--- src/rtl/txn_ckpt_pkg.sv ---
package txn_ckpt_pkg;

  typedef enum logic {PH_IDLE, PH_RUN} phase_e;

  typedef struct packed {
    logic sr0;
    logic sw0;
    logic sr1;
    logic sw1;
  } line_marks_t;

  // checkpoint is inserted before a flagged access, only once per transaction
  function automatic logic ckpt_trigger(logic in_sub1, logic conf, logic pred);
    return !in_sub1 && (conf || pred);
  endfunction

  // later subtransaction writes a line the earlier one already wrote (first time only)
  function automatic logic is_overwrite(logic eff_sub1, logic wr, logic sw0, logic sw1);
    return eff_sub1 && wr && sw0 && !sw1;
  endfunction

  // rollback to checkpoint allowed only if the conflict lies wholly after it
  function automatic logic partial_ok(logic in_sub1, logic valid, logic sub0_mark);
    return in_sub1 && valid && !sub0_mark;
  endfunction

endpackage

--- src/rtl/txn_line_marks.sv ---
module txn_line_marks
  import txn_ckpt_pkg::*;
#(
  parameter int NLINES = 16,
  localparam int LW = $clog2(NLINES)
)(
  input  logic              clk,
  input  logic              rst_n,
  input  logic              clr_all,
  input  logic              clr_sub1,
  input  logic              set_en,
  input  logic              set_sub1,
  input  logic              set_wr,
  input  logic [LW-1:0]     set_line,
  input  logic [LW-1:0]     q_line,
  output logic [NLINES-1:0] sw0,
  output logic [NLINES-1:0] sw1,
  output logic [NLINES-1:0] any0,
  output logic [3:0]        q_marks
);

  line_marks_t marks_q [NLINES];

  for (genvar g = 0; g < NLINES; g++) begin : g_line
    logic hit;
    assign hit = set_en && (set_line == LW'(g));

    always_ff @(posedge clk or negedge rst_n) begin
      if (!rst_n) begin
        marks_q[g] <= '0;
      end else if (clr_all) begin
        marks_q[g] <= '0;
      end else if (clr_sub1) begin
        marks_q[g].sr1 <= 1'b0;
        marks_q[g].sw1 <= 1'b0;
      end else if (hit) begin
        if (set_sub1 &&  set_wr) marks_q[g].sw1 <= 1'b1;
        if (set_sub1 && !set_wr) marks_q[g].sr1 <= 1'b1;
        if (!set_sub1 &&  set_wr) marks_q[g].sw0 <= 1'b1;
        if (!set_sub1 && !set_wr) marks_q[g].sr0 <= 1'b1;
      end
    end

    assign sw0[g]  = marks_q[g].sw0;
    assign sw1[g]  = marks_q[g].sw1;
    assign any0[g] = marks_q[g].sr0 | marks_q[g].sw0;

    // a wipe leaves the line with no marks
    a_r10_wipe_clears: assert property (@(posedge clk) disable iff (!rst_n)
      clr_all |=> (marks_q[g] == '0));

    // partial rollback keeps sub-0 marks and drops sub-1 marks
    a_r4_keep_sub0: assert property (@(posedge clk) disable iff (!rst_n)
      (clr_sub1 && !clr_all) |=> (marks_q[g].sr0 == $past(marks_q[g].sr0)) &&
                                 (marks_q[g].sw0 == $past(marks_q[g].sw0)) &&
                                 !marks_q[g].sr1 && !marks_q[g].sw1);
  end

  assign q_marks = marks_q[q_line];

endmodule

--- src/rtl/txn_undo_log.sv ---
module txn_undo_log #(
  parameter int DEPTH = 128,
  parameter int LW    = 4,
  parameter int DW    = 32,
  localparam int PW   = $clog2(DEPTH + 1),
  localparam int IW   = $clog2(DEPTH)
)(
  input  logic          clk,
  input  logic          rst_n,
  input  logic          clear,
  input  logic          push,
  input  logic [LW-1:0] push_line,
  input  logic [DW-1:0] push_data,
  input  logic          start,
  output logic          full,
  output logic          rep_valid,
  output logic [LW-1:0] rep_line,
  output logic [DW-1:0] rep_data
);

  logic [LW-1:0] line_mem [DEPTH];
  logic [DW-1:0] data_mem [DEPTH];
  logic [PW-1:0] cnt_q;
  logic [IW-1:0] ridx_q;
  logic          replaying_q;
  logic          empty;
  logic          do_push;

  assign full    = (cnt_q == PW'(DEPTH));
  assign empty   = (cnt_q == '0);
  assign do_push = push && !full && !replaying_q && !clear;

  always_ff @(posedge clk or negedge rst_n) begin
    if (!rst_n) begin
      cnt_q       <= '0;
      ridx_q      <= '0;
      replaying_q <= 1'b0;
    end else if (clear) begin
      cnt_q       <= '0;
      replaying_q <= 1'b0;
    end else if (replaying_q) begin
      if (ridx_q == '0) begin
        replaying_q <= 1'b0;
        cnt_q       <= '0;
      end else begin
        ridx_q <= ridx_q - IW'(1);
      end
    end else if (start && !empty) begin
      replaying_q <= 1'b1;
      ridx_q      <= IW'(cnt_q - PW'(1));
    end else if (do_push) begin
      cnt_q <= cnt_q + PW'(1);
    end
  end

  always_ff @(posedge clk) begin
    if (do_push) begin
      line_mem[IW'(cnt_q)] <= push_line;
      data_mem[IW'(cnt_q)] <= push_data;
    end
  end

  assign rep_valid = replaying_q;
  assign rep_line  = line_mem[ridx_q];
  assign rep_data  = data_mem[ridx_q];

  // the log is never asked to accept an entry when full
  a_r8_no_overflow: assert property (@(posedge clk) disable iff (!rst_n)
    push |-> !full);

  // replay walks strictly newest to oldest
  a_r7_reverse_order: assert property (@(posedge clk) disable iff (!rst_n)
    (replaying_q && $past(replaying_q) && !$past(clear)) |-> (ridx_q == $past(ridx_q) - IW'(1)));

endmodule

--- src/rtl/txn_ckpt_unit.sv ---
module txn_ckpt_unit
  import txn_ckpt_pkg::*;
#(
  parameter int NLINES    = 16,
  parameter int DW        = 32,
  parameter int RW        = 64,
  parameter bit USE_LOG   = 1'b1,
  parameter int LOG_DEPTH = 128,
  localparam int LW = $clog2(NLINES)
)(
  input  logic          clk,
  input  logic          rst_n,
  input  logic          tx_begin,
  input  logic          tx_commit,
  input  logic          tx_abort,
  input  logic [LW-1:0] abort_line,
  input  logic          acc_valid,
  input  logic          acc_write,
  input  logic [LW-1:0] acc_line,
  input  logic [DW-1:0] acc_old_data,
  input  logic          acc_conflict,
  input  logic          acc_predict,
  input  logic [RW-1:0] regs_in,
  input  logic [LW-1:0] q_line,
  output logic [3:0]    q_marks,
  output logic          in_tx,
  output logic          in_sub1,
  output logic          ckpt_valid,
  output logic          busy,
  output logic          restart_full,
  output logic          restart_ckpt,
  output logic [RW-1:0] restart_regs,
  output logic          undo_valid,
  output logic [LW-1:0] undo_line,
  output logic [DW-1:0] undo_data
);

  phase_e        phase_q;
  logic          in_sub1_q, valid_q, rfull_q, rckpt_q;
  logic [RW-1:0] snap_q;

  logic [NLINES-1:0] sw0, sw1, any0;
  logic running, do_commit, do_abort, do_acc;
  logic take, eff_sub1, eff_valid, overwrite;
  logic log_full, log_room, log_push, ckpt_kill;
  logic go_partial, go_full, wipe;

  // internal events, named for the assertions
  assign running    = (phase_q == PH_RUN) && !busy;
  assign do_commit  = running && tx_commit;
  assign do_abort   = running && tx_abort && !tx_commit;
  assign do_acc     = running && acc_valid && !tx_commit && !tx_abort;
  assign take       = do_acc && ckpt_trigger(in_sub1_q, acc_conflict, acc_predict);
  assign eff_sub1   = in_sub1_q | take;
  assign eff_valid  = valid_q | take;
  assign overwrite  = do_acc && is_overwrite(eff_sub1, acc_write, sw0[acc_line], sw1[acc_line]);
  assign log_room   = USE_LOG ? !log_full : 1'b0;
  assign log_push   = overwrite && eff_valid && log_room;
  assign ckpt_kill  = overwrite && eff_valid && !log_room;
  assign go_partial = do_abort && partial_ok(in_sub1_q, valid_q, any0[abort_line]);
  assign go_full    = do_abort && !go_partial;
  assign wipe       = do_commit || go_full || ((phase_q == PH_IDLE) && tx_begin);

  txn_line_marks #(.NLINES(NLINES)) u_marks (
    .clk, .rst_n,
    .clr_all  (wipe),
    .clr_sub1 (go_partial),
    .set_en   (do_acc),
    .set_sub1 (eff_sub1),
    .set_wr   (acc_write),
    .set_line (acc_line),
    .q_line,
    .sw0, .sw1, .any0,
    .q_marks
  );

  if (USE_LOG) begin : g_log
    txn_undo_log #(.DEPTH(LOG_DEPTH), .LW(LW), .DW(DW)) u_log (
      .clk, .rst_n,
      .clear     (wipe),
      .push      (log_push),
      .push_line (acc_line),
      .push_data (acc_old_data),
      .start     (go_partial),
      .full      (log_full),
      .rep_valid (undo_valid),
      .rep_line  (undo_line),
      .rep_data  (undo_data)
    );
  end else begin : g_nolog
    assign log_full   = 1'b1;
    assign undo_valid = 1'b0;
    assign undo_line  = '0;
    assign undo_data  = '0;
  end

  assign busy = undo_valid;

  always_ff @(posedge clk or negedge rst_n) begin
    if (!rst_n) begin
      phase_q   <= PH_IDLE;
      in_sub1_q <= 1'b0;
      valid_q   <= 1'b0;
      rfull_q   <= 1'b0;
      rckpt_q   <= 1'b0;
      snap_q    <= '0;
    end else begin
      rfull_q <= go_full;
      rckpt_q <= go_partial;
      if ((phase_q == PH_IDLE) && tx_begin) phase_q <= PH_RUN;
      else if (do_commit || go_full)        phase_q <= PH_IDLE;
      if (wipe) begin
        in_sub1_q <= 1'b0;
        valid_q   <= 1'b0;
      end else begin
        if (take) in_sub1_q <= 1'b1;
        if (ckpt_kill)  valid_q <= 1'b0;
        else if (take)  valid_q <= 1'b1;
      end
      if (take) snap_q <= regs_in;
    end
  end

  assign in_tx        = (phase_q == PH_RUN);
  assign in_sub1      = in_sub1_q;
  assign ckpt_valid   = valid_q;
  assign restart_full = rfull_q;
  assign restart_ckpt = rckpt_q;
  assign restart_regs = snap_q;

  // entering subtransaction 1 always follows a flagged access
  a_r2_ckpt_cause: assert property (@(posedge clk) disable iff (!rst_n)
    $rose(in_sub1) |-> $past(acc_valid && (acc_conflict || acc_predict)));

  // a rollback to the checkpoint leaves the checkpoint usable
  a_r4_ckpt_kept: assert property (@(posedge clk) disable iff (!rst_n)
    restart_ckpt |-> (in_tx && in_sub1 && ckpt_valid));

  // restart kinds are exclusive and a full restart leaves the unit idle
  a_r5_full_idle: assert property (@(posedge clk) disable iff (!rst_n)
    restart_full |-> (!restart_ckpt && !in_tx && !ckpt_valid && !in_sub1));

  // without a log no replay ever happens
  a_r9_no_replay: assert property (@(posedge clk) disable iff (!rst_n)
    !USE_LOG |-> !busy);

  // commit returns to idle with nothing left
  a_r10_commit: assert property (@(posedge clk) disable iff (!rst_n)
    (in_tx && !busy && tx_commit) |=> (!in_tx && !ckpt_valid && !in_sub1));

  // inputs stay quiet during replay (environment assumption)
  a_r7_quiet_busy: assert property (@(posedge clk) disable iff (!rst_n)
    busy |-> !(acc_valid || tx_abort || tx_commit));

endmodule

--- config.mk ---
export PLATFORM = sky130hd
export DESIGN_NAME = txn_ckpt_unit
export DESIGN_NICKNAME = d
export VERILOG_FILES = /design/src/rtl/txn_ckpt_pkg.sv /design/src/rtl/txn_line_marks.sv /design/src/rtl/txn_undo_log.sv /design/src/rtl/txn_ckpt_unit.sv
export SDC_FILE = /design/constraint.sdc
export NUM_CORES = 2
export LEC_CHECK = 0
export BUFFER_PORTS_ARGS = -buffer_cell sky130_fd_sc_hd__buf_4
export CAP_MARGIN = 0
export CORE_UTILIZATION = 25
export DETAILED_ROUTE_END_ITERATION = 8
export PLACE_DENSITY = 0.39
export SLEW_MARGIN = 20
export SYNTH_ARGS = -nofsm -noshare
export SYNTH_HDL_FRONTEND = slang
export SYNTH_MEMORY_MAX_BITS = 65536
export SYNTH_SLANG_ARGS = --single-unit
export TNS_END_PERCENT = 5
--- constraint.sdc ---
create_clock -name clk -period 5.1 [get_ports clk]
set_input_delay 0.765 -clock clk [delete_from_list [all_inputs] [get_ports clk]]
set_output_delay 0.765 -clock clk [all_outputs]
set_load 0.03 [all_outputs]
---- Yosys cells after proc, flatten, opt, wreduce, memory -nomap -nowiden ----
Memories as Yosys holds them, arrays and structs flattened.
Index checks and enable logic that the tools add are counted.
storage, ports and cells
  RAM bits ................................ 4608
  memory bits (read-only) ................. 0
  flip-flop bits (word level) ............. 149
  latch bits .............................. 0
  output and inout port bits .............. 111
  memories kept ........................... 2
  bits of input ports ..................... 117
  logic and storage cells ................. 388
cells by class
  reductions and logical operators ........ 169
  muxes and demuxes ....................... 97
  bitwise logic cells ..................... 21
  multiply operators ...................... 0
  magnitude comparators ................... 3
  eq/ne operators ......................... 20
  add/subtract/negate cells ............... 3
  div/mod/pow operators ................... 0
  shift operators ......................... 0
memory list
  name                  words  width  rd ports  clocked after Yosys merged registers in  wr ports  line                source
  g_log.u_log.data_mem  128    32     1         0                                        1         txn_undo_log.sv:22  logic [DW-1:0] data_mem [DEPTH];
  g_log.u_log.line_mem  128    4      1         0                                        1         txn_undo_log.sv:21  logic [LW-1:0] line_mem [DEPTH];
operators with widths
  operator                                                               count
  4-bit 2-to-1 mux                                                       34
  3-bit AND reduction                                                    34
  2-bit 2-to-1 mux                                                       32
  2-bit AND reduction                                                    32
  3-bit nonzero test                                                     20
  1-bit logical AND                                                      44
  2-bit nonzero test                                                     21
  8-bit 2-to-1 mux                                                       5
  4-bit equality test, second input constant                             8
  7-bit 2-to-1 mux                                                       3
  1-bit 2-to-1 mux                                                       19
  1-bit OR                                                               18
  4-bit binary-select mux with 4-bit select                              1
  4-bit by 3-bit equality test with 1-bit output, second input constant  4
  7-bit by 1-bit subtractor with 7-bit output, second input constant     2
  1-bit binary-select mux with 4-bit select                              3
  1-bit zero test                                                        12
  4-bit by 5-bit < comparator with 1-bit output, second input constant   2
  8-bit by 1-bit adder with 8-bit output, second input constant          1
  4-bit by 2-bit equality test with 1-bit output, second input constant  2
  8-bit equality test, second input constant                             1
  8-bit zero test                                                        1
  7-bit zero test                                                        1
  5-bit >= comparator, second input constant                             1
  other kinds (9)                                                        12

---- Depth between registers and ports, before layout ----
  word-level depth ........................ 20
  gate-level depth with buffers ........... 12
  depth with buffers taken out ............ 8

---- By module ----
Synthesis repeated with hierarchy kept, for this count alone.
unflattened totals
  cell total of the unflattened synthesis .. 8677
  area, all modules ....................... 184341.8 um^2
by module, submodules not included
  module          seq. area each (um^2)  instances  area an instance (um^2)  cells an instance
  txn_undo_log    138773.1               1          177940.7                 8139
  txn_line_marks  1601.5                 1          3365.7                   320
  txn_ckpt_unit   1726.7                 1          3035.4                   218

---- Worst setup path after synthesis ----
No wires, ideal clock.
  kind .................................... input to register
  from .................................... in acc_line[0]
  to ...................................... mem g_log.u_log.data_mem[95][0], enable pin
  library setup time ...................... 0.482 ns
  setup slack ............................. -0.329 ns
  path buffers ............................ 1
  stages .................................. 5
  arrival ................................. 4.948 ns
  data required time ...................... 4.618 ns
  cells stage by stage .................... clkbuf_1 > mux4_2 > a222oi_1 > nand4_1 > nor3b_1
on the way
  cells in the longest elaborated chain, start to end .. 12
  elaborated cells between the ends (all ways) .. 15
  those cells by class .................... mux (6); reduce/logical (9)
ends and longest elaborated chain
  element                                               line                 source
  start: declaration                                    txn_ckpt_unit.sv:19  input logic [LW-1:0] acc_line,
  1-bit binary-select mux with 4-bit select             txn_ckpt_unit.sv:56  assign overwrite = do_acc && is_overwrite(eff_sub1, acc_write, sw0[acc_line], sw1[acc_line]);
  1-bit 2-to-1 mux (not written as such)                txn_ckpt_unit.sv:56
  1-bit logical AND or 1-bit zero test (tied branches)  txn_ckpt_pkg.sv:19   return eff_sub1 && wr && sw0 && !sw1;
  1-bit logical AND *                                   txn_ckpt_pkg.sv:19
  1-bit logical AND *                                   txn_ckpt_unit.sv:56
  1-bit logical AND * (2 in a row)                      txn_ckpt_unit.sv:58  assign log_push = overwrite && eff_valid && log_room;
  1-bit logical AND * (3 in a row)                      txn_undo_log.sv:31   assign do_push = push && !full && !replaying_q && !clear;
  1-bit 2-to-1 mux *                                    txn_undo_log.sv:57   if (do_push) begin
  1-bit 2-to-1 mux (not written as such) *              txn_undo_log.sv:59   data_mem[IW'(cnt_q)] <= push_data;
  end: declaration                                      txn_undo_log.sv:22
Every way passes the cells marked *; elsewhere a longest branch is shown, timed or not. The select of a mux whose other input is x is not followed.

---- Worst setup path in the final report ----
  from .................................... reg g_log.u_log.ridx_q[0]
  to ...................................... out undo_data[30]
on the way
  cells in the longest elaborated chain, start to end .. 1
ends and longest elaborated chain
  element                   line                 source
  start: declaration        txn_undo_log.sv:24   logic [IW-1:0] ridx_q;
  start signal: assignment  txn_undo_log.sv:46   ridx_q <= ridx_q - IW'(1);
  start signal: assignment  txn_undo_log.sv:50   ridx_q <= IW'(cnt_q - PW'(1));
  memory read 128 x 32 bit  --
  end: declaration          txn_ckpt_unit.sv:35  output logic [DW-1:0] undo_data
No other way between the ends.

==> summary.md <==
| Metric | Value |
|---|---|
| Status | `complete, but fails checks` |
| Failing checks | `negative setup slack` |
| Fmax | `about 0.18 GHz` |
| Final WL | `612,000 um` |
| Final Power | `just over 100,000 uW` |
| Synth top cells by count | `edfxtp_1 (4,608), mux4_2 (1,477), nor2_1 (269)` |
| Post-synthesis xor/xnor area fraction | `0%` |
| RSZ-0062 raised after global routing | `true` |
| Initial antenna violation count | `49` |
| Worst-path clk slew | `0.06 ns` |
| Area post-placement | `around 200,000 um^2` |
| Setup TNS | `-7.59 ns` |
| Post-synth EDFFs | `approximately 4.6k` |
| Clock skew | `0.0600 ns` |
| Horiz. Die Dim | `~860 um` |
| Final hold violations | `0` |
| Synth warn | `0` |
| CP required | `around 4.3 ns` |
| Post-synth cell types | `between 50 and 60` |
| Syn Area/Cell | `~24 um^2` |
| PortBufs | `~230` |
| Slew margin rel. | `roughly a fifth` |
| Routed len/inst | `roughly 33 um` |
| Fin crit share | `106%` |
| Top cell type's share of synthesized area | `76.0%` |
| Worst Setup End Kind | `output port` |
| Via-per-instance ratio | `approximately 4.7` |
| Hold Crit Class | `in -> reg` |
| Mapped Nets | `about 7.6k` |
| Final min period | `around 5.4 ns` |
| Pwr Density | `451 nW/um^2` |
| Gr ovfl total | `0` |
| H-tree depth | `6` |
| Vias in the first global route | `~93k` |
| Final non-filler cell total | `18.7k` |
| Final worst setup slack | `-0.315 ns` |
| Largest family of logic cells by synthesized area | `multiplexers` |
| Mapped Area | `~180,000 um^2` |
| Ranking of synthesized cells by area | `edfxtp_1 (76%), mux4_2 (18%), dfrtp_1 (2.0%), mux2_2 (0.57%), nor2_1 (0.55%)` |
| Flop pwr share | `between 40% and 50%` |
| Clk buf depth | `4` |
| Gate power share | `19.5%` |
| Post-Synthesis Cells | `7,457` |
| Ratio of cells with drive above 1 in the final layout | `~39%` |
| CORE AREA | `between 700,000 and 800,000 um^2` |
| Sw Pwr | `~28,000 uW` |
| Simple logic cell fraction of the synthesized area | `1.11%` |
| Placed insts | `17.5k` |
| Initial core utilization | `25.1%` |
| Worst-Margin Slew | `around 1.2 ns` |
| Vias | `between 80k and 90k` |
| First-pass GRT wire length | `828,000 um` |
| CTS tree | `yes` |
| Slew Limit Fails | `0` |
| Die area | `approximately 730,000 um^2` |
| Pleak | `around 0.069 uW` |
| Yosys reg bits | `~4.8k` |
| DRC viols | `0` |
| Post-Synth Adder-Cell Area | `0.0206%` |
| # clock sinks | `4,757` |
| Worst vdd ir | `between 0.3 and 0.4 mV` |
| Number of DRC markers in iteration 0 | `between 9k and 10k` |
| IO Pins | `228` |
| Cell taking the most area after synthesis | `edfxtp_1` |
| HPWL after DPL | `353,000 um` |
| Final GP Congestion | `0.765` |
| Final instance area | `between 200,000 and 250,000 um^2` |
| Critical path type | `reg -> out` |
| Post-synthesis mux area share | `a little under a fifth` |
| Fin util | `a little under a third` |
| CTS Buf Count | `approximately 550` |
| Synth async-reset ratio | `under 10%` |
| Nets | `~8.7k` |
| Final setup violation count | `35` |
| Sw Ratio | `roughly 28%` |
| Clock latency on the worst-skew pair | `around 1.1 ns` |
| Max-Cap Viols | `0` |
| Chip height | `855 um` |
| Share of total power in the clock network | `a little under two fifths` |
| Most used DFF post-synth | `edfxtp_1` |
| Int Power | `between 70,000 and 80,000 uW` |
| Post-synthesis compound-gate area fraction | `less than 1%` |
| GRT Total Usage | `approximately 16%` |
| Sequential fraction of the synthesis area | `approximately four fifths` |
| P&R area growth vs syn | `22.4%` |
| CP arrival | `around 4.7 ns` |
| Initial DRT Pass Iterations | `8` |
| Largest net degree at the start of global routing | `approximately 130` |
| Largest fanout on the critical path | `8` |
| Placement Rows | `313` |
| CTS root buf | `clkbuf_16` |
| ANT nets after route | `0` |
| Worst setup SP type | `flip-flop` |
| Most common cell in the netlist | `edfxtp_1` |
==> repair_timing <==
| item | 4_1_cts | 5_1_grt |
|---|---|---|
| endpoints found under the hold margin | 109 | 0 |
| pin swaps | 10 | 3 |
| hold buffers | 66 | 0 |
| setup endpoints to repair | 36 | 36 |
| buffers inserted | 69 | 18 |
| gates resized for setup | 229 | 32 |
| cloned | 26 | 2 |
==> metrics by stage <==
step,hold slack [ns],setup slack (ns)
global route,0.0749,-0.438
global placement,0.476,-0.705
floorplan,0.457,-0.329
detailed placement,0.488,-0.318
CTS,0.0315,-0.494
finish,0.134,-0.315
==> power groups by stage <==
stage / Sequential, uW / Clock (uW) / Combinational, uW
2_1_floorplan: 44600 / 0 / 8870
3_3_place_gp: 44300 / 0 / 18200
3_5_place_dp: 44300 / 0 / 18200
4_1_cts: 43400 / 38700 / 19900
5_1_grt: 43400 / 40000 / 20400
6_report: 43400 / 37700 / 19600
==> sequential cells by signal, indices dropped and copies added (netlist names) <==
register,cells
ckpt_valid,1
restart_regs,64
g_log.u_log.rep_valid,1
g_log.u_log.ridx_q,7
g_log.u_log.data_mem,4096
u_marks.marks_q,32
in_sub1,1
in_tx,1
restart_full,1
u_marks.sw0,16
g_log.u_log.cnt_q,8
u_marks.sw1,16
restart_ckpt,1
g_log.u_log.line_mem,512
==> final timing paths <==
path | cells after the start | startpoint | end | slack (ns)
setup reg to reg | 10 | u_marks.sw1[5] | g_log.u_log.data_mem[17][23] | 1.08
max in group asynchronous | 3 | rst_n | restart_regs[12] | 3.68
hold / removal | 1 | acc_line[1] | g_log.u_log.line_mem[122][1] | 0.13
hold reg to reg | 2 | u_marks.marks_q[45] | u_marks.marks_q[45] | 0.50
setup / recovery | 10 | g_log.u_log.ridx_q[0] | undo_data[30] | -0.31
min in group asynchronous | 2 | rst_n | u_marks.sw1[13] | 0.20
==> layout make-up <==
cell class | instances | area [um^2]
Fill cell | 69504 | 503000
Sequential cell | 4757 | 142000
Multi-Input combinational cell | 2289 | 40000
Clock buffer | 699 | 14600
Tap cell | 9607 | 12000
Timing Repair Buffer | 1010 | 11600
Clock inverter | 285 | 2460
Inverter | 11 | 51.3
Antenna cell | 19 | 47.5
==> cell families after synthesis <==
logic type / count (synthesis)
DFF: 4757
muxes: 1635
and+or+nand+nor: 457
buffers and inverters: 411
AOI/OAI and AO/OA: 194
adders and majority gates: 3
==> critical path: stages, from the launching register on <==
cell and delay (ns):
dfrtp_4 0.44, buf_12 0.15, buf_6 0.11, buf_12 0.15, buf_16 0.17, buf_8 0.14
mux4_2 0.50, mux4_2 0.64, mux4_2 0.69, a21o_4 0.35, buf_6 0.16
==> routing by layer <==
layer	part of all wire, %	vias to the layer above	global-route usage, %	wire length [um]
met5	0.0021	-	0	13
met2	50	2460	28.0	304000
met1	44	49735	22.6	267000
li1	-	34740	-	-
met4	2.2	2	3.40	13500
met3	4.6	694	1.97	28100
==> cells in the final DEF, fill, tap and decap left out, types with 15 or more instances in the layout <==
| cell | n |
|---|---|
| a21oi_1 | 77 |
| buf_4 | 635 |
| clkbuf_1 | 136 |
| buf_16 | 47 |
| inv_6 | 19 |
| dfrtp_1 | 144 |
| clkinv_2 | 100 |
| clkinv_1 | 106 |
| nor2_1 | 130 |
| bufinv_16 | 19 |
| nor2_4 | 132 |
| nand3_1 | 16 |
| dlygate4sd3_1 | 66 |
| nand2_1 | 47 |
| nand2b_1 | 16 |
| buf_12 | 182 |
| nor2b_1 | 17 |
| mux2i_1 | 51 |
| nor3_1 | 19 |
| clkbuf_16 | 562 |
| o22ai_4 | 18 |
| mux2_2 | 83 |
| diode_2 | 19 |
| edfxtp_1 | 4608 |
| mux4_2 | 1477 |
| buf_6 | 57 |
| bufbuf_16 | 15 |
Note: power is estimated with default switching activity, not from simulation.
